$ cat config.mk
export PLATFORM = sky130hd
export DESIGN_NAME = cellrx_nibble_port
export DESIGN_NICKNAME = d
export VERILOG_FILES = /design/src/rtl/cellrx_pkg.sv /design/src/rtl/cellrx_nib_pack.sv /design/src/rtl/cellrx_seq.sv /design/src/rtl/cellrx_wr_out.sv /design/src/rtl/cellrx_nibble_port.sv
export SDC_FILE = /design/constraint.sdc
export NUM_CORES = 1
export LEC_CHECK = 0
export BUFFER_PORTS_ARGS = -buffer_cell sky130_fd_sc_hd__buf_2
export CAP_MARGIN = 20
export CORE_MARGIN = 3
export CORE_UTILIZATION = 45
export DETAILED_ROUTE_END_ITERATION = 12
export GPL_TIMING_DRIVEN = 1
export PLACE_DENSITY = 0.71
export SLEW_MARGIN = 20
export SYNTH_ARGS = -nofsm -noshare
export SYNTH_HDL_FRONTEND = slang
export SYNTH_SLANG_ARGS = --single-unit
$ cat constraint.sdc
create_clock -name clk -period 3.7 [get_ports clk]
set_input_delay 0.37 -clock clk [delete_from_list [all_inputs] [get_ports clk]]
set_output_delay 0.37 -clock clk [all_outputs]
set_load 0.03 [all_outputs]
$ cat src/rtl/cellrx_pkg.sv
package cellrx_pkg;

    localparam int NIB_W  = 4;
    localparam int BYTE_W = 2 * NIB_W;

    // request from the cell sequencer to the write stage, one edge wide
    typedef struct packed {
        logic restart;   // a frame strobe was sampled: pointer back to 0
        logic err;       // the strobe cut an unfinished cell
        logic byte_wr;   // a full byte is ready this edge
        logic pad_wr;    // the filler byte is due this edge
        logic last;      // byte_wr carries the final byte of the cell
    } cellrx_req_t;

endpackage

$ cat src/rtl/cellrx_nib_pack.sv
module cellrx_nib_pack
    import cellrx_pkg::*;
(
    input  logic              clk,
    input  logic              rst_n,
    input  logic              take_hi_i,
    input  logic [NIB_W-1:0]  nib_i,
    output logic [BYTE_W-1:0] byte_o
);

    typedef struct packed {
        logic [NIB_W-1:0] hi;
    } pack_st_t;

    pack_st_t st_d, st_q;

    always_comb begin
        st_d = st_q;
        if (take_hi_i) begin
            st_d.hi = nib_i;
        end
    end

    always_ff @(posedge clk) begin
        if (!rst_n) begin
            st_q <= '0;
        end else begin
            st_q <= st_d;
        end
    end

    // the byte is only used on the edge that samples its low nibble
    assign byte_o = {st_q.hi, nib_i};

endmodule

$ cat src/rtl/cellrx_seq.sv
module cellrx_seq
    import cellrx_pkg::*;
#(
    parameter int CELL_BYTES = 53,
    parameter int HDR_BYTES  = 8
) (
    input  logic        clk,
    input  logic        rst_n,
    input  logic        frm_i,
    input  logic        pad_en_i,
    output logic        take_hi_o,
    output cellrx_req_t req_o
);

    localparam int CW = $clog2(CELL_BYTES);

    typedef struct packed {
        logic          busy;    // a cell is being assembled
        logic          phase;   // 0: next nibble is high, 1: next is low
        logic          pad;     // strap value captured at cell start
        logic [CW-1:0] idx;     // index of the input byte being built
    } seq_st_t;

    seq_st_t st_d, st_q;

    always_comb begin
        st_d      = st_q;
        req_o     = '0;
        take_hi_o = 1'b0;
        if (frm_i) begin
            // a strobe always opens a fresh cell, aborting any open one
            req_o.restart = 1'b1;
            req_o.err     = st_q.busy;
            take_hi_o     = 1'b1;
            st_d.busy     = 1'b1;
            st_d.phase    = 1'b1;
            st_d.idx      = '0;
            st_d.pad      = pad_en_i;
        end else if (st_q.busy && !st_q.phase) begin
            take_hi_o     = 1'b1;
            st_d.phase    = 1'b1;
            req_o.pad_wr  = st_q.pad && (st_q.idx == CW'(HDR_BYTES));
        end else if (st_q.busy) begin
            req_o.byte_wr = 1'b1;
            st_d.phase    = 1'b0;
            if (st_q.idx == CW'(CELL_BYTES - 1)) begin
                req_o.last = 1'b1;
                st_d.busy  = 1'b0;
                st_d.idx   = '0;
            end else begin
                st_d.idx   = st_q.idx + CW'(1);
            end
        end
    end

    always_ff @(posedge clk) begin
        if (!rst_n) begin
            st_q <= '0;
        end else begin
            st_q <= st_d;
        end
    end

endmodule

$ cat src/rtl/cellrx_wr_out.sv
module cellrx_wr_out
    import cellrx_pkg::*;
#(
    parameter int               ADDR_W    = 6,
    parameter logic [BYTE_W-1:0] PAD_VALUE = '0
) (
    input  logic              clk,
    input  logic              rst_n,
    input  cellrx_req_t       req_i,
    input  logic [BYTE_W-1:0] byte_i,
    output logic              wr_en_o,
    output logic [ADDR_W-1:0] wr_addr_o,
    output logic [BYTE_W-1:0] wr_data_o,
    output logic              done_o,
    output logic              err_o
);

    typedef struct packed {
        logic [ADDR_W-1:0] ptr;
        logic              wr_en;
        logic [ADDR_W-1:0] addr;
        logic [BYTE_W-1:0] data;
        logic              last;
        logic              done;
        logic              err;
    } wr_st_t;

    wr_st_t st_d, st_q;

    always_comb begin
        st_d       = st_q;
        st_d.wr_en = 1'b0;
        st_d.last  = 1'b0;
        st_d.err   = req_i.err;
        st_d.done  = st_q.wr_en && st_q.last;
        if (req_i.restart) begin
            st_d.ptr = '0;
        end else if (req_i.byte_wr) begin
            st_d.wr_en = 1'b1;
            st_d.addr  = st_q.ptr;
            st_d.data  = byte_i;
            st_d.last  = req_i.last;
            st_d.ptr   = st_q.ptr + ADDR_W'(1);
        end else if (req_i.pad_wr) begin
            st_d.wr_en = 1'b1;
            st_d.addr  = st_q.ptr;
            st_d.data  = PAD_VALUE;
            st_d.ptr   = st_q.ptr + ADDR_W'(1);
        end
    end

    always_ff @(posedge clk) begin
        if (!rst_n) begin
            st_q <= '0;
        end else begin
            st_q <= st_d;
        end
    end

    assign wr_en_o   = st_q.wr_en;
    assign wr_addr_o = st_q.addr;
    assign wr_data_o = st_q.data;
    assign done_o    = st_q.done;
    assign err_o     = st_q.err;

endmodule

$ cat src/rtl/cellrx_nibble_port.sv
module cellrx_nibble_port
    import cellrx_pkg::*;
#(
    parameter int          CELL_BYTES = 53,
    parameter int          HDR_BYTES  = 8,
    parameter logic [7:0]  PAD_VALUE  = 8'h00,
    localparam int         ADDR_W     = $clog2(CELL_BYTES + 1)
) (
    input  logic              clk,
    input  logic              rst_n,
    input  logic              frm_i,
    input  logic [3:0]        nib_i,
    input  logic              pad_en_i,
    output logic              wr_en_o,
    output logic [ADDR_W-1:0] wr_addr_o,
    output logic [7:0]        wr_data_o,
    output logic              cell_done_o,
    output logic              frm_err_o
);

    logic              take_hi;
    cellrx_req_t       req;
    logic [BYTE_W-1:0] asm_byte;

    cellrx_seq #(
        .CELL_BYTES (CELL_BYTES),
        .HDR_BYTES  (HDR_BYTES)
    ) u_seq (
        .clk       (clk),
        .rst_n     (rst_n),
        .frm_i     (frm_i),
        .pad_en_i  (pad_en_i),
        .take_hi_o (take_hi),
        .req_o     (req)
    );

    cellrx_nib_pack u_pack (
        .clk       (clk),
        .rst_n     (rst_n),
        .take_hi_i (take_hi),
        .nib_i     (nib_i),
        .byte_o    (asm_byte)
    );

    cellrx_wr_out #(
        .ADDR_W    (ADDR_W),
        .PAD_VALUE (PAD_VALUE)
    ) u_wr (
        .clk       (clk),
        .rst_n     (rst_n),
        .req_i     (req),
        .byte_i    (asm_byte),
        .wr_en_o   (wr_en_o),
        .wr_addr_o (wr_addr_o),
        .wr_data_o (wr_data_o),
        .done_o    (cell_done_o),
        .err_o     (frm_err_o)
    );

endmodule

== Word-level counts from Yosys, hierarchy flattened ==
Cells that the tools add are included.
Cells by class
  bitwise gates (word level): 5
  add/sub/neg operators: 2
  reductions and logical operators: 12
  muxes and demuxes: 18
  equal/unequal tests: 3
Operator list (number)
  two-way mux 21 bit: 2
  adder 6 x 1 -> 6 bit (second input constant): 2
  two-way mux 1 bit: 11
  equality test 6 x 4 -> 1 bit (second input constant): 1
  equality test 6 bit (second input constant): 1
  two-way mux 2 bit: 3
  two-way mux 6 bit: 1
  AND reduction 2 bit: 3
  OR reduction 6 bit: 1
  inverter 1 bit: 5
  OR reduction 2 bit: 2
  logical AND 1 bit: 3
  two-way mux 3 bit: 1
  nonzero test 3 bit: 1
  != test 2 bit (second input constant): 1
  nonzero test 2 bit: 1
  zero test 1 bit: 1
Storage, ports and cells
  register bits: 37
  bits of input ports: 8
  logic and storage cells: 52

== Depth between registers and ports, before layout ==
  word-level depth: 7
  mapped depth: 8

== Modules after synthesis ==
A second synthesis with hierarchy kept.
Second synthesis, totals
  cell total of the unflattened synthesis: 173
  area, all modules: 1649.1 um^2
Modules (own cells, without submodules)
  cellrx_wr_out: area each 975.9 um^2, cells each 100, times used 1
  cellrx_seq: area each 486.7 um^2, cells each 56, times used 1
  cellrx_nib_pack: area each 186.4 um^2, cells each 17, times used 1

== Worst setup path after synthesis ==
No wires, ideal clock.
  path type: register to register
  from: reg u_seq.st_q[0] (netlist name)
  to: reg u_wr.st_q[18] (netlist name)
  setup slack: 2.137 ns
  clock period less this slack: 1.563 ns
  cell stages (with the launch flop): 9
  path buffers: 2
  library setup time: 0.128 ns
  data required time: 3.572 ns
  arrival time: 1.435 ns
  cell sequence: dfxtp_1 inv_1 ha_1 and4bb_1 a2bb2oi_2 buf_6 buf_4 xor2_1 nor2_1
Between the ends
  word-level cells in the longest chain between the ends: 5
RTL lines
  start, declared: RTL line cellrx_seq.sv:24  | seq_st_t st_d, st_q;
  start signal, assigned: RTL line cellrx_seq.sv:60  | st_q <= st_d;
  equality test 6 x 4 -> 1 bit: RTL line cellrx_seq.sv:42  | req_o.pad_wr = st_q.pad && (st_q.idx == CW'(HDR_BYTES));
  logical AND 1 bit: RTL line cellrx_seq.sv:42
  two-way mux 1 bit: RTL line cellrx_seq.sv:39  | end else if (st_q.busy && !st_q.phase) begin
  two-way mux 3 bit: RTL line cellrx_seq.sv:30  | if (frm_i) begin
  nonzero test 2 bit (no source line)
  end signal, assigned: RTL line cellrx_wr_out.sv:56  | st_q <= st_d;
  end, declared: RTL line cellrx_wr_out.sv:28  | wr_st_t st_d, st_q;
Every way passes these cells.
A chain may end at the register's enable or synchronous reset.

== Worst setup path in the final report ==
  from: reg u_seq.st_q[0] (netlist name)
  to: reg u_wr.st_q, in the netlist u_wr.wr_addr_o[4]
Between the ends
  word-level cells in the longest chain between the ends: 6
RTL lines (RTL line)
  equality test 6 x 4 -> 1 bit: cellrx_seq.sv:42
  logical AND 1 bit: cellrx_seq.sv:42
  two-way mux 1 bit: cellrx_seq.sv:39
  two-way mux 3 bit: cellrx_seq.sv:30
  nonzero test 2 bit (no source line)
  AND reduction 2 bit (no source line)
Every way passes these cells.

==> results by group <==
Place
  • Gpl congestion: 0.7804
  • DP Wirelength: 1967 um
  • DP Area: 0.001624 mm^2
  • Port Buffers: 24

Worst setup path
  • Critical Path AT: 2.33 ns
  • Required time of the critical path: 3.94 ns
  • Crit path kind: reg -> reg
  • Worst Setup End Kind: register
  • CP max FO: 19
  • Element type at the critical path start: register

Routing
  • DR pass1 iterations: 4
  • Routed WL per cell: 12.76 um
  • Vias per std cell: 5.255
  • # DRC: 0
  • Post-Route WL: 2756 um
  • Remaining antenna violation count after routing: 0
  • Initial DRC count: 66
  • Vias: 1135

Timing
  • Hold Vio Cnt, Final: 0
  • Crit share post-route: 56.47%
  • FMAX: 478.6 MHz
  • Minimum clock period: 2.089 ns
  • Setup TNS: 0 ns
  • Slew @ Worst Pin: 1.013 ns
  • Max Slew Vio Count: 0
  • RSZ-0062 raised after global routing: false
  • Setup Skew: 0.008310 ns
  • Final setup vio count: 0
  • Slew HR: 32.42%

Yosys
  • Cell accounting for the most synthesized area: dfxtp_1
  • Synthesized cell area: 0.001605 mm^2
  • Top FF cell, synth: dfxtp_1
  • Number of synthesized register bits: 37
  • Ranking of synthesized cells by area: dfxtp_1, mux2i_1, buf_4, nor2b_1, a32o_1
  • Post-synthesis sequential area ratio: 46.14%
  • Post-synth top area share: 46.14%
  • Syn avg cell area: 10.03 um^2
  • Distinct cells, synth: 32
  • Async SR Flop Fraction: 0%
  • Post-synth EDFFs: 0
  • Count leader, synth: dfxtp_1
  • Synth warn: 0
  • Synth Net Count: 171
  • Post-synth top cells: dfxtp_1, buf_4, nor2b_1
  • Post-synthesis cell count: 160

Finish
  • Layout cells sized above 1: 20.00%
  • Final Cell Area: 0.001713 mm^2
  • Area grow syn2layout: 6.703%
  • N_diodes: 0
  • Final Net Count: 180
  • Fill count: 329

Floorplan
  • Die X: 65.73 um
  • Initial Util: 47.36%
  • Top Ports: 25
  • Die Area: 0.004320 mm^2
  • Rows: 21
  • DIE HEIGHT: 65.73 um
  • CORE AREA: 0.003390 mm^2

GRT
  • GRT overflow: 0
  • GRT Overall Usage: 14.22%
  • Vias in the first global route: 1127
  • Largest net degree at the start of global routing: 27
  • Initial antenna violation count: 0
  • First-pass GRT wire length: 4726 um

Clock network
  • Post-cts resize count: 0
  • CTS tree: built
  • Num CTS Buffers: 5
  • Setup bufs post-CTS: 0
  • Later-pin clock latency in the skew report: 0.33 ns
  • Clock slew at reported path FFs: 0.11 ns
  • Hold Buf Count CTS: 0
  • H-tree depth: 2
  • Root buffer cell: clkbuf_4
  • CTS Buffer Depth: 2
  • Clk sinks: 37

Pwr
  • Leak: 0.7608 nW
  • Pwr dens: 438.1 mW/mm^2
  • Peak supply drop: 0.0002193 V

Worst hold path
  • Worst min path class: in -> reg

Run status
  • Outcome: finished, final reports clean

Flow run
  • MaxCap Viol Count: 0
power breakdown:
part           total [mW]  switching [mW]  internal [mW]
combinational      0.0452          0.0270         0.0182
sequential          0.412         0.00605          0.406
clock               0.293           0.132          0.161
per-stage QoR:
stage	hold WS [ns]	worst slack [ns]	util, %	instances	power [mW]
floorplan	0.4367	2.137	-	160	0.4589
CTS	0.2492	1.561	50.54	216	0.7575
finish	0.2631	1.611	50.54	216	0.7504
global placement	0.4502	1.675	47.91	208	0.4652
global route	0.2577	1.328	50.54	216	0.7788
detailed placement	0.4526	1.595	47.91	208	0.4668
registers in the layout, indices dropped and copies added, names as in the netlist:
register	cells
u_wr.wr_data_o	8
u_wr.wr_addr_o	6
u_wr.err_o	1
u_wr.done_o	1
u_pack.st_q	4
u_seq.st_q	9
u_wr.wr_en_o	1
u_wr.st_q	7
cell usage in the layout, fill, tap and decap left out, drive strengths merged:
master / instances
dfxtp: 37
buf: 24
nor2b: 14
mux2i: 12
nand2: 9
nor2: 8
a32o: 8
a21oi: 6
clkbuf: 6
inv: 4
and3: 4
nand3: 3
o21ai: 3
a31oi: 3
xor2: 3
nor3: 3
o21a: 3
ha: 3
nand4: 2
nand2b: 2
or3: 2
and4bb: 2
a2bb2oi: 1
and2: 1
a311oi: 1
and4b: 1
a22o: 1
xnor2: 1
a41o: 1
clkinvlp: 1
bufinv: 1
critical path: stages, from the launching register on:
cell and delay [ns]:
dfxtp_1 0.38, inv_1 0.07, ha_1 0.23, and4bb_1 0.22, a2bb2oi_2 0.76, mux2i_1 0.28
nor2b_1 0.06
final cells by class:
class                   instances  area [um^2]  area share, %
flip-flops and latches         37        740.7          43.24
well taps                      46        57.56          3.360
clock inverters                 2        37.54          2.191
inverters                       4        15.01         0.8766
repair buffers                 24        120.1          7.012
multi-input cells              97        690.7          40.32
clock buffers                   6        51.30          2.995
routing by layer:
layer | vias to the layer above | routed length (um) | track usage [%]
met5 | - | 0 | 0
met4 | 0 | 22 | 6.477
met3 | 4 | 140 | 4.103
met2 | 26 | 1348 | 23.90
met1 | 539 | 1245 | 16.56
li1 | 566 | - | -
kinds of logic after synthesis:
kind of cell | Yosys count | share of synthesized area (%)
adders and majority gates | 3 | 2.339
muxes | 12 | 7.483
xor gates and xnor gates | 4 | 2.183
buffers and inverters | 26 | 10.83
DFF | 37 | 46.14
and+or+nand+nor | 51 | 18.00
AOI/OAI and AO/OA | 27 | 13.02
worst paths after layout:
kind,from,slack (ns),depth (start not counted),to
worst max-delay path,u_seq.st_q[0],1.61,6,u_wr.wr_addr_o[4]
worst min-delay path,nib_i[1],0.26,2,u_wr.wr_data_o[1]
worst max register to register,u_seq.st_q[0],1.61,6,u_wr.wr_addr_o[4]
worst min register to register,u_wr.st_q[2],0.48,1,u_wr.done_o
Note: power is estimated with default switching activity, not from simulation.
